File: config.mk
export PLATFORM = sky130hd
export DESIGN_NAME = gpio_bank
export DESIGN_NICKNAME = d
export VERILOG_FILES = /design/src/rtl/gpio_pkg.sv /design/src/rtl/gpio_sync.sv /design/src/rtl/gpio_cfg_regs.sv /design/src/rtl/gpio_data_regs.sv /design/src/rtl/gpio_irq_cell.sv /design/src/rtl/gpio_bank.sv
export SDC_FILE = /design/constraint.sdc
export NUM_CORES = 2
export LEC_CHECK = 0
export CORE_MARGIN = 2
export CORE_UTILIZATION = 51
export CTS_CLUSTER_DIAMETER = 100
export DETAILED_ROUTE_END_ITERATION = 6
export DONT_BUFFER_PORTS = 1
export PLACE_DENSITY = 0.71
export SKIP_LAST_GASP = 1
export SYNTH_ARGS = -nofsm -noshare
export SYNTH_HDL_FRONTEND = slang
export SYNTH_SLANG_ARGS = --single-unit
export TNS_END_PERCENT = 50
File: constraint.sdc
create_clock -name clk_i -period 2.22 [get_ports clk_i]
set_input_delay 0.111 -clock clk_i [delete_from_list [all_inputs] [get_ports clk_i]]
set_output_delay 0.111 -clock clk_i [all_outputs]
set_load 0.02 [all_outputs]
File: src/rtl/gpio_pkg.sv
package gpio_pkg;
  localparam int unsigned CFG_OUT_EN   = 0;
  localparam int unsigned CFG_IN_EN    = 1;
  localparam int unsigned CFG_OE       = 2;
  localparam int unsigned CFG_INT_EN   = 3;
  localparam int unsigned CFG_MODE_LSB = 5;
  localparam int unsigned MODE_W       = 3;

  localparam logic [1:0] GRP_CFG  = 2'd0;
  localparam logic [1:0] GRP_DATA = 2'd1;

  localparam int unsigned IDX_IN  = 0;
  localparam int unsigned IDX_OUT = 1;
  localparam int unsigned IDX_IRQ = 2;

  typedef enum logic [MODE_W-1:0] {
    IRQ_LVL_HI = 3'd0,
    IRQ_LVL_LO = 3'd1,
    IRQ_RISE   = 3'd2,
    IRQ_FALL   = 3'd3,
    IRQ_BOTH   = 3'd4
  } irq_mode_e;
endpackage

File: src/rtl/gpio_sync.sv
module gpio_sync #(
  parameter int unsigned WIDTH = 32
) (
  input  logic             clk_i,
  input  logic             rst_ni,
  input  logic [WIDTH-1:0] async_i,
  output logic [WIDTH-1:0] cur_o,
  output logic [WIDTH-1:0] prev_o
);
  logic [WIDTH-1:0] meta_q, cur_q, prev_q;

  always_ff @(posedge clk_i or negedge rst_ni) begin
    if (!rst_ni) begin
      meta_q <= '0;
      cur_q  <= '0;
      prev_q <= '0;
    end else begin
      meta_q <= async_i;
      cur_q  <= meta_q;
      prev_q <= cur_q;
    end
  end

  assign cur_o  = cur_q;
  assign prev_o = prev_q;
endmodule

File: src/rtl/gpio_cfg_regs.sv
module gpio_cfg_regs
  import gpio_pkg::*;
#(
  parameter int unsigned NUM_PINS  = 32,
  parameter int unsigned DATA_W    = 32,
  localparam int unsigned PIN_IDX_W = $clog2(NUM_PINS)
) (
  input  logic                 clk_i,
  input  logic                 rst_ni,
  input  logic                 wr_i,
  input  logic [PIN_IDX_W-1:0] idx_i,
  input  logic [DATA_W-1:0]    wdata_i,
  output logic [DATA_W-1:0]    cfg_o    [NUM_PINS],
  output logic [NUM_PINS-1:0]  out_en_o,
  output logic [NUM_PINS-1:0]  in_en_o,
  output logic [NUM_PINS-1:0]  oe_o,
  output logic [NUM_PINS-1:0]  int_en_o,
  output logic [MODE_W-1:0]    mode_o   [NUM_PINS]
);
  for (genvar i = 0; i < NUM_PINS; i++) begin : g_pin
    logic [DATA_W-1:0] cfg_q;

    always_ff @(posedge clk_i or negedge rst_ni) begin
      if (!rst_ni)                                  cfg_q <= '0;
      else if (wr_i && idx_i == PIN_IDX_W'(i))      cfg_q <= wdata_i;
    end

    assign cfg_o[i]    = cfg_q;
    assign out_en_o[i] = cfg_q[CFG_OUT_EN];
    assign in_en_o[i]  = cfg_q[CFG_IN_EN];
    assign oe_o[i]     = cfg_q[CFG_OE];
    assign int_en_o[i] = cfg_q[CFG_INT_EN];
    assign mode_o[i]   = cfg_q[CFG_MODE_LSB +: MODE_W];
  end
endmodule

File: src/rtl/gpio_data_regs.sv
module gpio_data_regs #(
  parameter int unsigned NUM_PINS = 32
) (
  input  logic                clk_i,
  input  logic                rst_ni,
  input  logic [NUM_PINS-1:0] sync_i,
  input  logic [NUM_PINS-1:0] in_en_i,
  input  logic [NUM_PINS-1:0] out_en_i,
  input  logic                out_wr_i,
  input  logic [NUM_PINS-1:0] wdata_i,
  output logic [NUM_PINS-1:0] in_q_o,
  output logic [NUM_PINS-1:0] out_q_o
);
  logic [NUM_PINS-1:0] in_q, out_q;

  always_ff @(posedge clk_i or negedge rst_ni) begin
    if (!rst_ni) begin
      in_q  <= '0;
      out_q <= '0;
    end else begin
      in_q <= (in_q & ~in_en_i) | (sync_i & in_en_i);
      if (out_wr_i) out_q <= (out_q & ~out_en_i) | (wdata_i & out_en_i);
    end
  end

  assign in_q_o  = in_q;
  assign out_q_o = out_q;
endmodule

File: src/rtl/gpio_irq_cell.sv
module gpio_irq_cell
  import gpio_pkg::*;
(
  input  logic              clk_i,
  input  logic              rst_ni,
  input  logic              cur_i,
  input  logic              prev_i,
  input  logic              en_i,
  input  logic [MODE_W-1:0] mode_i,
  input  logic              clr_i,
  output logic              flag_o
);
  logic hit, flag_q;

  always_comb begin
    unique case (mode_i)
      IRQ_LVL_HI: hit = cur_i;
      IRQ_LVL_LO: hit = ~cur_i;
      IRQ_RISE:   hit = cur_i & ~prev_i;
      IRQ_FALL:   hit = ~cur_i & prev_i;
      IRQ_BOTH:   hit = cur_i ^ prev_i;
      default:    hit = 1'b0;
    endcase
  end

  // set beats clear in the same cycle
  always_ff @(posedge clk_i or negedge rst_ni) begin
    if (!rst_ni)          flag_q <= 1'b0;
    else if (en_i && hit) flag_q <= 1'b1;
    else if (clr_i)       flag_q <= 1'b0;
  end

  assign flag_o = flag_q;
endmodule

File: src/rtl/gpio_bank.sv
module gpio_bank
  import gpio_pkg::*;
#(
  parameter int unsigned NUM_PINS  = 32,
  parameter int unsigned DATA_W    = 32,
  localparam int unsigned PIN_IDX_W = $clog2(NUM_PINS),
  localparam int unsigned ADDR_W    = PIN_IDX_W + 2
) (
  input  logic                clk_i,
  input  logic                rst_ni,
  input  logic                wr_en_i,
  input  logic [ADDR_W-1:0]   addr_i,
  input  logic [DATA_W-1:0]   wdata_i,
  output logic [DATA_W-1:0]   rdata_o,
  input  logic [NUM_PINS-1:0] pad_i,
  output logic [NUM_PINS-1:0] pad_o,
  output logic [NUM_PINS-1:0] pad_oe_o,
  output logic                irq_o
);
  logic [1:0]           grp;
  logic [PIN_IDX_W-1:0] idx;
  logic                 cfg_wr, out_wr, irq_wr;

  logic [DATA_W-1:0]    cfg_q [NUM_PINS];
  logic [MODE_W-1:0]    mode  [NUM_PINS];
  logic [NUM_PINS-1:0]  out_en_vec, in_en_vec, oe_vec, int_en_vec;
  logic [NUM_PINS-1:0]  sync_q, prev_q, in_q, out_q, irq_flags;

  assign grp    = addr_i[ADDR_W-1 -: 2];
  assign idx    = addr_i[PIN_IDX_W-1:0];
  assign cfg_wr = wr_en_i && grp == GRP_CFG;
  assign out_wr = wr_en_i && grp == GRP_DATA && idx == PIN_IDX_W'(IDX_OUT);
  assign irq_wr = wr_en_i && grp == GRP_DATA && idx == PIN_IDX_W'(IDX_IRQ);

  gpio_cfg_regs #(.NUM_PINS(NUM_PINS), .DATA_W(DATA_W)) u_cfg (
    .clk_i    (clk_i),
    .rst_ni   (rst_ni),
    .wr_i     (cfg_wr),
    .idx_i    (idx),
    .wdata_i  (wdata_i),
    .cfg_o    (cfg_q),
    .out_en_o (out_en_vec),
    .in_en_o  (in_en_vec),
    .oe_o     (oe_vec),
    .int_en_o (int_en_vec),
    .mode_o   (mode)
  );

  gpio_sync #(.WIDTH(NUM_PINS)) u_sync (
    .clk_i   (clk_i),
    .rst_ni  (rst_ni),
    .async_i (pad_i),
    .cur_o   (sync_q),
    .prev_o  (prev_q)
  );

  gpio_data_regs #(.NUM_PINS(NUM_PINS)) u_data (
    .clk_i    (clk_i),
    .rst_ni   (rst_ni),
    .sync_i   (sync_q),
    .in_en_i  (in_en_vec),
    .out_en_i (out_en_vec),
    .out_wr_i (out_wr),
    .wdata_i  (wdata_i[NUM_PINS-1:0]),
    .in_q_o   (in_q),
    .out_q_o  (out_q)
  );

  for (genvar i = 0; i < NUM_PINS; i++) begin : g_irq
    gpio_irq_cell u_cell (
      .clk_i  (clk_i),
      .rst_ni (rst_ni),
      .cur_i  (sync_q[i]),
      .prev_i (prev_q[i]),
      .en_i   (int_en_vec[i]),
      .mode_i (mode[i]),
      .clr_i  (irq_wr && wdata_i[i]),
      .flag_o (irq_flags[i])
    );
  end

  always_comb begin
    rdata_o = '0;
    if (grp == GRP_CFG) begin
      rdata_o = cfg_q[idx];
    end else if (grp == GRP_DATA) begin
      if (idx == PIN_IDX_W'(IDX_IN))       rdata_o[NUM_PINS-1:0] = in_q;
      else if (idx == PIN_IDX_W'(IDX_OUT)) rdata_o[NUM_PINS-1:0] = out_q;
      else if (idx == PIN_IDX_W'(IDX_IRQ)) rdata_o[NUM_PINS-1:0] = irq_flags;
    end
  end

  assign pad_o    = out_q;
  assign pad_oe_o = oe_vec;
  assign irq_o    = |irq_flags;
endmodule

==> flow_summary_export.csv <==
group,metric,value,unit
cts,tritoncts,"yes",
cts,cts_buffer_depth,3,
timing,grt_setup_unrepaired,"yes",
floorplanning,initial_core_util,51.54,%
drt,wirelength,160700,µm
synth,synth_edf_count,0,
placed_design,gp_congestion,0.8431,
synth,async_flop_share,100.0,%
floorplanning,die_x,335.9,µm
drt,final_antenna_net_count,0,
synth,ys_warn_count,0,
synth,synthFlopType,"dfrtp_1",
synth,syn_area,56190,µm²
power,max-vdd-ir-drop,755.0,µV
timing,setup_slack,-1.175,ns
placed_design,hpwl,95710,µm
synth,syn_inst,3803,
run,maxCapViolations,0,
timing,hold_viol_final,389,
floorplanning,die_area,112800,µm²
timing,fin_crit_sh,152.9,%
global_route,grt_pass1_wl,237800,µm
finish,mostFrequentLayoutCell,"dfrtp_1",
finish,fin_nets,4131,
global_route,antenna_found_initial,3,
floorplanning,rows,121,
synth,syn_nets,3941,
timing,fin_skew,0.02557,ns
cts,clk_pin_slew,0.06,ns
cts,cts_buffers,131,
setup_path,end_kind,"output port",
finish,fillerInstances,8073,
floorplanning,core_area,109000,µm²
cts,cts_root_buf,"clkbuf_16",
setup_path,path_max_fanout,361,
drt,drc_errors,0,
floorplanning,die_h,335.9,µm
cts,h-tree-depth,4,
global_route,grt_usage,28.76,%
outcome,failed_checks,"hold timing, slew limit, setup timing",
finish,fin_area,66070,µm²
floorplanning,pin_count,171,
timing,period_minus_slack,3.395,ns
outcome,status,"complete, but fails checks",
placed_design,port_buffers,0,
synth,ys_ff_latch,1216,
min_path,min_path_type,"in -> async",
drt,viasPerCell,6.276,
power,power_per_cell_area,822.9,nW/µm²
synth,synth.avg_cell_area,14.77,µm²
setup_path,critPathKind,"in -> out",
drt,drtIter0Drc,2970,
global_route,grt_max_degree,1217,
synth,synth_cell_types,43,
timing,maxSlewHeadroom,-27.16,%
drt,wire_per_inst,29.22,µm
global_route,grt_pass1_vias,35150,
global_route,grt_overflow_total,0,
drt,drtPass1Iterations,7,
power,p_leak,0.03149,µW
drt,num_vias,34520,
cts,clk_latency,0.75,ns
power,power,54370,µW
finish,drive_above_1_share,48.45,%
setup_path,cp-start-kind,"input port",
setup_path,cp.required,2.11,ns
timing,whs,-0.2826,ns
setup_path,arrival,3.28,ns
finish,final_cell_mix,"1,213 x dfrtp_1, 1,160 x mux2_2, 192 x mux4_2, 192 x buf_4, 138 x clkbuf_16",
timing,clock.fmax,0.2945,GHz
timing,maxSlewViolCount,119,
timing,finalSetupTns,-34.49,ns
timing,setup_viol,55,
timing,worstMarginPinSlew,1.907,ns
placed_design,place_area,58700,µm²
cts,cts_sinks,1216,
finish,areaGrowthSynthToFinish,17.59,%
synth,seq_area_frac_synth,54.16,%
## final timing paths
check / start / cells past startpoint / slack (ns) / end
max reg2reg: u_sync.cur_o[20] / 5 / 0.60 / g_irq[20].u_cell.flag_o
max in group asynchronous: rst_ni / 7 / 0.02 / u_cfg.g_pin[1].cfg_q[21]
min in group clk_i: wr_en_i / 4 / 0.05 / flip-flop
max: addr_i[0] / 7 / -1.18 / rdata_o[23]
min reg2reg: u_sync.meta_q[1] / 0 / 0.34 / u_sync.cur_o[1]
min: rst_ni / 4 / -0.28 / u_cfg.g_pin[5].cfg_q[9]
## state kept, by name (all words and copies together), names as in the netlist, named ones only
name	count
u_sync.meta_q	32
g_irq.u_cell.flag_o	32
u_cfg.g_pin.cfg_q	1024
u_sync.prev_o	32
u_sync.cur_o	32
## cells in the mapped netlist (63+ instances only)
library cell	instances	share of area, %
mux2i_1	106	1.9
mux4_2	192	7.7
dfrtp_1	1216	54
nand2_1	94	0.63
nor2_1	75	0.50
inv_1	64	0.43
mux2_2	1171	23
a221oi_1	63	0.98
o21ai_0	64	0.57
ha_1	64	1.4
buf_2	74	0.66
clkbuf_1	188	1.3
## through the flow
step / worst slack (ns) / hold WS, ns / utilization, % / std cells
3_5_place_dp: -0.2224 / -0.07362 / 53.85 / 5073
6_report: -1.175 / -0.2826 / 60.61 / 5500
2_1_floorplan: 0.04442 / -0.1846 / - / 3803
3_3_place_gp: -0.2346 / -0.08038 / 53.85 / 5073
5_1_grt: -0.6816 / -0.2115 / 60.61 / 5500
4_1_cts: -0.6362 / -0.8533 / 59.91 / 5472
## timing repair
item | in CTS | in global routing
hold buffers | 161 | 7
hold endpoints to repair | 2336 | 427
buffers inserted | 17 | 13
pin swaps | 4 | 6
endpoints found under the setup margin | 33 | 163
cloned | 0 | 1
gates resized for setup | 39 | 47
## cell type report
cell class / count / area [µm²] / area share, %
Tap cell: 1414 / 1769 / 2.678
Multi-Input combinational cell: 2163 / 24610 / 37.25
Clock buffer: 191 / 3891 / 5.890
Sequential cell: 1216 / 30430 / 46.06
Inverter: 66 / 247.7 / 0.3750
Antenna cell: 1 / 2.502 / 0.003788
Clock inverter: 34 / 460.4 / 0.6969
Timing Repair Buffer: 415 / 4656 / 7.047
## power breakdown
| part | total [µW] | switching (µW) | internal (µW) |
|---|---|---|---|
| clock network | 22100 | 9020 | 13100 |
| logic | 6260 | 2660 | 3600 |
| registers | 26000 | 1650 | 24300 |
## cells by family after synthesis
group / Yosys count / synth area share [%]
mux: 1503 / 33.94
compound gates: 321 / 4.708
fa+ha+maj: 64 / 1.425
flops: 1216 / 54.16
xor+xnor: 32 / 0.4988
simple gates: 243 / 1.989
buf+inv: 424 / 3.285
## worst max-delay path, cell delays in order
cell,delay [ns]
nor3_1,0.65
nand2_1,0.25
buf_4,0.27
o21ai_0,0.45
buf_4,0.24
o32ai_2,0.15
buf_4,0.25
## routing by layer
metal	GRT usage (%)	wire length [µm]	up-vias
met5	0	13	-
met4	11.48	6409	2
met3	7.745	12770	299
met2	44.23	74350	1255
met1	39.01	67150	18470
li1	-	-	14490
Power figures use the tool's default switching activity.
